File: src/rtl/wp_pkg.sv
package wp_pkg;

    localparam int CTRL_W = 4;
    localparam int CFG_W  = 2;

    typedef enum logic [2:0] {
        IDX_AVAL  = 3'd0,
        IDX_AMASK = 3'd1,
        IDX_DVAL  = 3'd2,
        IDX_DMASK = 3'd3,
        IDX_CVAL  = 3'd4,
        IDX_CMASK = 3'd5,
        IDX_CFG   = 3'd6
    } reg_idx_t;

    typedef enum logic [1:0] {
        ST_ARMED = 2'd0,
        ST_HALT  = 2'd1,
        ST_DEBUG = 2'd2
    } halt_st_t;

endpackage

File: src/rtl/wp_regs.sv
module wp_regs
    import wp_pkg::*;
#(
    parameter int AW  = 32,
    parameter int DW  = 32,
    parameter int NU  = 2,
    parameter int RAW = 5
) (
    input  logic                         clk,
    input  logic                         rst_n,
    input  logic                         sh_en,
    input  logic                         sh_din,
    input  logic                         sh_upd,
    output logic                         sh_dout,
    output logic [NU-1:0][AW-1:0]        a_val,
    output logic [NU-1:0][AW-1:0]        a_msk,
    output logic [NU-1:0][DW-1:0]        d_val,
    output logic [NU-1:0][DW-1:0]        d_msk,
    output logic [NU-1:0][CTRL_W-1:0]    c_val,
    output logic [NU-1:0][CTRL_W-1:0]    c_msk,
    output logic [NU-1:0][CFG_W-1:0]     cfg
);

    localparam int FW = DW + RAW + 1;
    localparam int IW = 3;
    localparam int UW = RAW - IW;

    logic [FW-1:0] sr;
    logic [DW-1:0] payload;
    logic [UW-1:0] sel_unit;
    logic [IW-1:0] sel_idx;
    logic          is_write;
    logic [DW-1:0] rd_val;

    assign payload  = sr[DW-1:0];
    assign sel_idx  = sr[DW+IW-1:DW];
    assign sel_unit = sr[DW+RAW-1:DW+IW];
    assign is_write = sr[FW-1];
    assign sh_dout  = sr[0];

    // Readback selection for read frames
    always_comb begin
        rd_val = '0;
        for (int u = 0; u < NU; u++) begin
            if (int'(sel_unit) == u) begin
                case (sel_idx)
                    IDX_AVAL:  rd_val = DW'(a_val[u]);
                    IDX_AMASK: rd_val = DW'(a_msk[u]);
                    IDX_DVAL:  rd_val = d_val[u];
                    IDX_DMASK: rd_val = d_msk[u];
                    IDX_CVAL:  rd_val = DW'(c_val[u]);
                    IDX_CMASK: rd_val = DW'(c_msk[u]);
                    IDX_CFG:   rd_val = DW'(cfg[u]);
                    default:   rd_val = '0;
                endcase
            end
        end
    end

    // Frame shifter: update has priority over shifting
    always_ff @(posedge clk) begin
        if (!rst_n) begin
            sr <= '0;
        end else if (sh_upd) begin
            if (!is_write) begin
                sr[DW-1:0] <= rd_val;
            end
        end else if (sh_en) begin
            sr <= {sh_din, sr[FW-1:1]};
        end
    end

    // Register file, written only on an update strobe of a write frame
    always_ff @(posedge clk) begin
        if (!rst_n) begin
            a_val <= '0;
            a_msk <= '0;
            d_val <= '0;
            d_msk <= '0;
            c_val <= '0;
            c_msk <= '0;
            cfg   <= '0;
        end else if (sh_upd && is_write) begin
            for (int u = 0; u < NU; u++) begin
                if (int'(sel_unit) == u) begin
                    case (sel_idx)
                        IDX_AVAL:  a_val[u] <= payload[AW-1:0];
                        IDX_AMASK: a_msk[u] <= payload[AW-1:0];
                        IDX_DVAL:  d_val[u] <= payload;
                        IDX_DMASK: d_msk[u] <= payload;
                        IDX_CVAL:  c_val[u] <= payload[CTRL_W-1:0];
                        IDX_CMASK: c_msk[u] <= payload[CTRL_W-1:0];
                        IDX_CFG:   cfg[u]   <= payload[CFG_W-1:0];
                        default:   ;
                    endcase
                end
            end
        end
    end

endmodule

File: src/rtl/wp_unit.sv
module wp_unit
    import wp_pkg::*;
#(
    parameter int AW = 32,
    parameter int DW = 32
) (
    input  logic              en,
    input  logic              mode_fetch,
    input  logic [AW-1:0]     a_val,
    input  logic [AW-1:0]     a_msk,
    input  logic [DW-1:0]     d_val,
    input  logic [DW-1:0]     d_msk,
    input  logic [CTRL_W-1:0] c_val,
    input  logic [CTRL_W-1:0] c_msk,
    input  logic              bus_valid,
    input  logic              bus_fetch,
    input  logic [AW-1:0]     bus_addr,
    input  logic [DW-1:0]     bus_data,
    input  logic [CTRL_W-1:0] bus_ctrl,
    output logic              hit
);

    logic addr_ok;
    logic data_ok;
    logic ctrl_ok;
    logic kind_ok;

    // A set mask bit removes that bit from the comparison
    assign addr_ok = ((bus_addr ^ a_val) & ~a_msk) == '0;
    assign data_ok = ((bus_data ^ d_val) & ~d_msk) == '0;
    assign ctrl_ok = ((bus_ctrl ^ c_val) & ~c_msk) == '0;
    assign kind_ok = (bus_fetch == mode_fetch);

    assign hit = en && bus_valid && kind_ok && addr_ok && data_ok && ctrl_ok;

endmodule

File: src/rtl/wp_halt_fsm.sv
module wp_halt_fsm
    import wp_pkg::*;
(
    input  logic clk,
    input  logic rst_n,
    input  logic any_hit,
    input  logic dbg_ack,
    output logic halt_req
);

    halt_st_t st_q;
    halt_st_t st_d;

    always_comb begin
        st_d = st_q;
        unique case (st_q)
            ST_ARMED: if (any_hit)  st_d = ST_HALT;   // trigger
            ST_HALT:  if (dbg_ack)  st_d = ST_DEBUG;  // acknowledge
            ST_DEBUG: if (!dbg_ack) st_d = ST_ARMED;  // resume
            default:                st_d = ST_ARMED;
        endcase
    end

    always_ff @(posedge clk) begin
        if (!rst_n) begin
            st_q <= ST_ARMED;
        end else begin
            st_q <= st_d;
        end
    end

    always_comb begin
        halt_req = (st_q == ST_HALT);
    end

endmodule

File: src/rtl/wp_top.sv
module wp_top
    import wp_pkg::*;
#(
    parameter int AW  = 32,
    parameter int DW  = 32,
    parameter int NU  = 2,
    parameter int RAW = 5
) (
    input  logic          clk,
    input  logic          rst_n,
    input  logic          sh_en,
    input  logic          sh_din,
    input  logic          sh_upd,
    output logic          sh_dout,
    input  logic          bus_valid,
    input  logic          bus_fetch,
    input  logic          bus_write,
    input  logic [1:0]    bus_size,
    input  logic [AW-1:0] bus_addr,
    input  logic [DW-1:0] bus_data,
    input  logic [NU-1:0] ext_cond,
    input  logic          dbg_ack,
    output logic          halt_req,
    output logic [NU-1:0] unit_hit
);

    logic [NU-1:0][AW-1:0]     a_val;
    logic [NU-1:0][AW-1:0]     a_msk;
    logic [NU-1:0][DW-1:0]     d_val;
    logic [NU-1:0][DW-1:0]     d_msk;
    logic [NU-1:0][CTRL_W-1:0] c_val;
    logic [NU-1:0][CTRL_W-1:0] c_msk;
    logic [NU-1:0][CFG_W-1:0]  cfg;
    logic [NU-1:0]             cfg_en;
    logic [NU-1:0]             cfg_mode;

    wp_regs #(.AW(AW), .DW(DW), .NU(NU), .RAW(RAW)) u_regs (
        .clk     (clk),
        .rst_n   (rst_n),
        .sh_en   (sh_en),
        .sh_din  (sh_din),
        .sh_upd  (sh_upd),
        .sh_dout (sh_dout),
        .a_val   (a_val),
        .a_msk   (a_msk),
        .d_val   (d_val),
        .d_msk   (d_msk),
        .c_val   (c_val),
        .c_msk   (c_msk),
        .cfg     (cfg)
    );

    for (genvar u = 0; u < NU; u++) begin : g_unit
        logic [CTRL_W-1:0] live_ctrl;

        assign cfg_en[u]   = cfg[u][0];
        assign cfg_mode[u] = cfg[u][1];
        assign live_ctrl   = {ext_cond[u], bus_size, bus_write};

        wp_unit #(.AW(AW), .DW(DW)) u_cmp (
            .en         (cfg_en[u]),
            .mode_fetch (cfg_mode[u]),
            .a_val      (a_val[u]),
            .a_msk      (a_msk[u]),
            .d_val      (d_val[u]),
            .d_msk      (d_msk[u]),
            .c_val      (c_val[u]),
            .c_msk      (c_msk[u]),
            .bus_valid  (bus_valid),
            .bus_fetch  (bus_fetch),
            .bus_addr   (bus_addr),
            .bus_data   (bus_data),
            .bus_ctrl   (live_ctrl),
            .hit        (unit_hit[u])
        );
    end

    wp_halt_fsm u_fsm (
        .clk      (clk),
        .rst_n    (rst_n),
        .any_hit  (|unit_hit),
        .dbg_ack  (dbg_ack),
        .halt_req (halt_req)
    );

endmodule

File: config.mk
export PLATFORM = sky130hd
export DESIGN_NAME = wp_top
export DESIGN_NICKNAME = d
export VERILOG_FILES = /design/src/rtl/wp_pkg.sv /design/src/rtl/wp_regs.sv /design/src/rtl/wp_unit.sv /design/src/rtl/wp_halt_fsm.sv /design/src/rtl/wp_top.sv
export SDC_FILE = /design/constraint.sdc
export NUM_CORES = 1
export LEC_CHECK = 0
export BUFFER_PORTS_ARGS = -buffer_cell sky130_fd_sc_hd__buf_2
export CORE_UTILIZATION = 30
export CTS_BUF_LIST = sky130_fd_sc_hd__clkbuf_4
export DETAILED_ROUTE_END_ITERATION = 10
export PLACE_DENSITY = 0.57
export SYNTH_ARGS = -nofsm -noshare
export SYNTH_HDL_FRONTEND = slang
export SYNTH_SLANG_ARGS = --single-unit
File: constraint.sdc
create_clock -name clk -period 2.4 [get_ports clk]
set_input_delay 0.24 -clock clk [delete_from_list [all_inputs] [get_ports clk]]
set_output_delay 0.24 -clock clk [all_outputs]
set_load 0.01 [all_outputs]
==> flow_summary_export.csv, run 1 <==
group,metric,value,unit
run_status,status,"complete, but fails checks",
run_status,failed_checks,"setup timing",
synth,synth_async_sr_flop_share,0,%
critical_path,end_kind,"primary output",
synth,synth_top_area_share,39.8,%
clock_tree,clkLatencyLatePin,0.85,ns
grt,grt_use_total,25.3,%
synth,synth_edf_count,0,
sta,skew,0.0629,ns
clock_tree,cts.sinks,316,
synth,synth-simple-area-share,18.7,%
synth,synth.cell_area,15900,um2
sta,slew_viol_final,0,
synth,synth_top_flop_cell,"dfxtp_1",
floorplanning,die_y,232,um
grt,grt_antenna_before_repair,2,
pwr,peakVddDrop,0.327,mV
clock_tree,clockBufferDepth,3,
sta,setup_ws,-0.502,ns
floorplanning,initial_core_util,30.6,%
placement,place_area,17100,um2
synth,yosysSeqAreaShare,39.8,%
grt,grt_max_degree,105,
worst_hold_path,hp-class,"input pin to register",
synth,synth_seq_cells,316,
route,vias,15700,
synth,synth_cell_types,50,
sta,setup_viol,2,
route,first_iter_violations,2285,
grt,grt_pass1_vias,14900,
clock_tree,htree_levels,3,
route,via_per_inst,5.68,
critical_path,worstSetupPathType,"register to primary output",
synth,synth_fp_nets,2041,
synth,synthMuxAreaShare,2.25,%
synth,ys_top_cells_by_area,"dfxtp_1 40%, nand2_1 15%, a21boi_0 8.8%",
floorplanning,std_cell_rows,83,
clock_tree,cts_tree,"yes",
synth,synth_area_leader_cell,"dfxtp_1",
critical_path,cpPeakStageDelay,0.35,ns
placement,pre_cts_ws,-0.278,ns
synth,synth_most_common_cell,"nand2_1",
sta,fin_crit_sh,121,%
worst_hold_path,hp-start,"bus_valid",
sta,fmax,345,MHz
floorplanning,core_area,51800,um2
layout,drive_gt1_share,20.2,%
critical_path,r2r-start,"u_regs.sr[33]",
grt,gr-total-overflow,0,
placement,globalplace.congestion,0.928,
job,cap_violations,0,
synth,synth_top_family_by_area,"compound AO/OA/AOI/OAI gates",
synth,synthAdderAreaFrac,0,%
placement,hpwl,44.2,mm
critical_path,cp_data_required_time,2.16,ns
critical_path,crit_chain,"xnor2_2 > o22ai_2 > nor4_4 > nand4_1 > nor3_4 > buf_2",
floorplanning,dieArea,53900,um2
route,dr.pass1.iters,5,
critical_path,worst-path-buf-inv,1,
clock_tree,cts_buffers,90,
pwr,p_leak,6.19,nW
grt,grt_pass1_wl,99.9,mm
sta,maxSlewHeadroom,26.6,%
critical_path,setup.worst_path.start_class,"register",
floorplanning,ios,81,
synth,ys_warn_count,0,
route,ant_nets,0,
clock_tree,root_buffer,"clkbuf_4",
critical_path,crit_arrival,2.66,ns
floorplanning,dieWidth,232,um
sta,final_hold_viol_count,0,
route,drc,0,
synth,synthTopCellsByCount,"641 x nand2_1, 316 x dfxtp_1, 186 x a21boi_0, 138 x xnor2_1, 113 x a21boi_1",
placement,port_buffers,80,
synth,synth_xor_area_share,7.67,%
sta,rsz0062_at_grt,"yes",
synth,netlist_instances,1964,
route,wl_per_cell,24.9,um
pwr,power.density,592,nW/um2
synth,avgSynthCellArea,8.09,um2
critical_path,crit_slowest_cell,"nor4_4",
pwr,fin_total_pwr,11.3,mW
synth,synth_compound_area_share,26.6,%
clock_tree,clk_pin_slew,0.07,ns
layout,area_growth,20.4,%
layout,fin_nets,2101,
route,finalWirelength,69.0,mm
sta,fin_crit,2.90,ns
critical_path,cp_top_family,"simple AND/OR/NAND/NOR gates",
critical_path,critPathMaxFanout,3,
layout,fin_area,19100,um2
critical_path,startpoint,"u_regs.a_val[22]",
sta,worst_slew_pin_slew,1.10,ns
[routing by layer]
| metal | track usage (%) | up-vias | wire length, um | share of wire (%) |
|---|---|---|---|---|
| li1 | - | 6917 | - | - |
| met3 | 5.89 | 201 | 7650 | 11 |
| met4 | 12.6 | 0 | 3220 | 4.7 |
| met1 | 34.2 | 7545 | 28400 | 41 |
| met5 | 0 | - | 0 | 0 |
| met2 | 37.3 | 1042 | 29700 | 43 |
[registers in the layout, summed over array words and instances (netlist names)]
register / count
u_regs.c_msk: 8
u_regs.c_val: 8
u_regs.a_val: 64
u_regs.d_msk: 64
u_fsm.st_q: 2
u_regs.a_msk: 64
u_regs.d_val: 64
u_regs.cfg: 4
u_regs.sr: 38
[where the power goes]
group	total (mW)	switching, mW	internal [mW]
Clock	5.08	2.41	2.66
Combinational	0.856	0.511	0.345
Sequential	5.40	0.118	5.28
Total	11.3	3.04	8.29
[area by class of cell]
type | count | area [um2]
Fill cell | 5259 | 32700
Multi-Input combinational cell | 1471 | 9640
Sequential cell | 316 | 6360
Timing Repair Buffer | 143 | 1140
Clock buffer | 130 | 976
Tap cell | 680 | 851
Clock inverter | 19 | 129
Antenna cell | 4 | 10.0
Inverter | 2 | 7.51
[repair_timing]
| item | in CTS | in global routing |
|---|---|---|
| setup buffers | 1 | 0 |
| pin swaps | 27 | 39 |
| endpoints found under the setup margin | 3 | 2 |
| hold buffers | 8 | 0 |
| cloned | 0 | 0 |
| hold endpoints to repair | 54 | 0 |
| resized for setup | 66 | 73 |
[cell usage in the layout, fill, tap and decap left out, types with 18 or more instances in the layout]
master,Yosys,final
a22o_1,28,28
dfxtp_1,316,290
a21boi_0,186,186
a21oi_1,41,41
a22oi_1,60,60
xnor2_1,138,78
xnor2_2,0,54
nand2_1,641,641
a221o_1,29,29
clkbuf_4,0,130
dfxtp_2,0,25
buf_12,0,19
o22ai_1,68,45
a21boi_1,113,113
mux2i_1,21,21
o221ai_1,28,28
o22ai_2,0,22
buf_2,50,78
buf_4,10,36
nor2b_1,19,18
[tightest hold or removal path, stage by stage]
cell	delay [ns]
buf_2	0.16
o2111ai_1	0.12
nor3_1	0.06
nand3_2	0.09
nor3_4	0.05
o21ai_0	0.16
nand2_1	0.05
[per-stage QoR]
step	instances	hold slack [ns]	util [%]	setup TNS, ns
after global routing	2765	0.154	36.9	-0.955
after global placement	2604	0.458	33.0	-0.526
after detailed placement	2604	0.466	33.0	-0.413
after floorplan	1964	0.385	-	0
after CTS	2761	0.111	36.1	-0.843
final	2765	0.170	36.9	-0.890
[path summary, 6_finish.rpt]
| kind | to | slack (ns) | depth (start not counted) |
|---|---|---|---|
| setup / recovery | unit_hit[0] | -0.50 | 6 |
| hold / removal | u_fsm.st_q[0] | 0.17 | 7 |
| setup reg to reg | u_regs.sr[5] | 0.18 | 8 |
| hold reg to reg | u_regs.a_msk[23] | 0.47 | 2 |
[cell families after synthesis]
| logic type | after synthesis |
|---|---|
| buffers and inverters | 177 |
| AOI/OAI and AO/OA | 572 |
| and+or+nand+nor | 730 |
| DFF | 316 |
| muxes | 30 |
| xor gates and xnor gates | 139 |
(Power assumes the default switching activity.)
==> run 2: changes to the inputs <==
--- a/config.mk
+++ b/config.mk
@@ -6,10 +6,11 @@
 export NUM_CORES = 1
 export LEC_CHECK = 0
 export BUFFER_PORTS_ARGS = -buffer_cell sky130_fd_sc_hd__buf_2
-export CORE_UTILIZATION = 30
+export CORE_MARGIN = 5
+export CORE_UTILIZATION = 46
 export CTS_BUF_LIST = sky130_fd_sc_hd__clkbuf_4
 export DETAILED_ROUTE_END_ITERATION = 10
-export PLACE_DENSITY = 0.57
+export PLACE_DENSITY = 0.75
 export SYNTH_ARGS = -nofsm -noshare
 export SYNTH_HDL_FRONTEND = slang
 export SYNTH_SLANG_ARGS = --single-unit
==> flow_summary_export.csv, run 2 (same netlist as run 1, synthesis figures left out) <==
group,metric,value,unit
route,finalWirelength,64.2,mm
sta,fmax,353,MHz
route,drc,0,
run_status,failed_checks,"setup timing",
placement,place_area,16800,um2
job,cap_violations,0,
sta,slew_viol_final,0,
critical_path,cp_data_required_time,2.16,ns
grt,grt_max_degree,99,
grt,grt_use_total,31.7,%
sta,rsz0062_at_grt,"yes",
layout,layout_commonest_cell,"nand2_1",
sta,fin_crit,2.83,ns
clock_tree,root_buffer,"clkbuf_4",
sta,setup_ws,-0.431,ns
layout,fill_cells,3105,
pwr,peakVddDrop,0.388,mV
floorplanning,dieWidth,196,um
layout,fin_nets,2110,
pwr,p_leak,6.19,nW
sta,maxSlewHeadroom,25.6,%
clock_tree,cts.sinks,316,
grt,gr-total-overflow,0,
grt,grt_pass1_vias,15100,
route,vias,15900,
clock_tree,cts_buffers,84,
clock_tree,clkLatencyLatePin,0.75,ns
layout,drive_gt1_share,20.9,%
route,via_per_inst,6.26,
route,ant_nets,0,
worst_hold_path,hp-class,"input pin to register",
floorplanning,initial_core_util,46.3,%
placement,pre_cts_ws,-0.260,ns
floorplanning,std_cell_rows,68,
clock_tree,htree_levels,3,
run_status,status,"complete, but fails checks",
layout,fin_area,18900,um2
route,dr.pass1.iters,10,
sta,fin_tns_setup,-0.683,ns
route,wl_per_cell,25.3,um
pwr,power.density,573,nW/um2
placement,globalplace.congestion,0.967,
clock_tree,clockBufferDepth,3,
clock_tree,clk_pin_slew,0.07,ns
critical_path,end_kind,"primary output",
sta,final_hold_viol_count,0,
sta,skew,0.0484,ns
sta,setup_viol,2,
critical_path,crit_arrival,2.59,ns
floorplanning,core_area,34300,um2
grt,grt_antenna_before_repair,1,
layout,area_growth,18.8,%
layout,fin_cells,2541,
route,first_iter_violations,2823,
clock_tree,cts_tree,"yes",
floorplanning,die_y,196,um
placement,dp.cells,2391,
sta,fin_crit_sh,118,%
placement,port_buffers,80,
critical_path,worstSetupPathType,"register to primary output",
critical_path,critPathMaxFanout,3,
layout,final_cell_mix,"640 x nand2_1, 285 x dfxtp_1, 186 x a21boi_0, 121 x clkbuf_4, 113 x a21boi_1",
critical_path,setup.worst_path.start_class,"register",
pwr,fin_total_pwr,10.8,mW
floorplanning,dieArea,38300,um2
placement,hpwl,41.0,mm
sta,worst_slew_pin_slew,1.11,ns
floorplanning,ios,81,
grt,grt_pass1_wl,93.2,mm
## run 2: changes by cell type in the layout (fill, tap and decap cells not counted), moves of 3 or more
cell and change:
buf_4 +17, clkbuf_4 -9, xnor2_4 +6, dfxtp_1 -5
buf_12 -4, dfxtp_2 +4, buf_6 +3, diode_2 -3
xnor2_1 -3, xnor2_2 -3
## run 2: critical path, stage by stage (launching register included)
cell,delay [ns]
dfxtp_1,0.34
xnor2_2,0.30
o22ai_1,0.13
nor4_1,0.27
nand4_1,0.24
nor3_4,0.31
buf_6,0.15
buf_6,0.09
## run 2: cell type report
type	instances	area [um2]	share of cell area (%)
inverter	2	7.51	0.0398
sequential	316	6370	33.8
clock buffer	121	908	4.82
clock inverter	17	67.6	0.358
multi-input combinational	1473	9740	51.6
tap	455	569	3.02
timing repair buffer	156	1200	6.36
antenna	1	2.50	0.0133
## run 2: per-stage QoR
| stage | hold WS, ns | util (%) |
|---|---|---|
| final | 0.251 | 55.0 |
| after global routing | 0.237 | 55.0 |
| after CTS | 0.198 | 53.9 |
| after detailed placement | 0.462 | 49.1 |
| after global placement | 0.455 | 49.1 |
| after floorplan | 0.385 | - |
## run 2: worst paths after layout
check / startpoint / to / slack, ns / cells past startpoint
max reg2reg: u_regs.sr[32] / u_regs.a_val[59] / 0.06 / 7
min: sh_upd / u_regs.c_val[2] / 0.25 / 7
max: u_regs.d_val[25] / unit_hit[0] / -0.43 / 7
min reg2reg: u_regs.d_msk[9] / u_regs.d_msk[9] / 0.47 / 2
## run 2: routing by layer
metal	up-vias	wire length (um)	GRT usage (%)
li1	6927	-	-
met1	7400	24200	42.9
met2	1318	26800	46.4
met3	255	9370	8.23
met4	0	3930	16.9
met5	-	0	0
## run 2: power by group
| part | switching (mW) | internal, mW | leakage (nW) |
|---|---|---|---|
| clock network | 2.29 | 2.29 | 0.596 |
| registers | 0.116 | 5.27 | 2.56 |
| logic | 0.483 | 0.351 | 3.03 |
## run 2: what timing repair did
item / in CTS / in global routing
endpoints found under the hold margin: 60 / 0
gates cloned: 0 / 2
setup buffers: 3 / 0
hold buffers: 6 / 0
gates resized for setup: 95 / 62
endpoints found under the setup margin: 3 / 6
pin swaps: 47 / 29
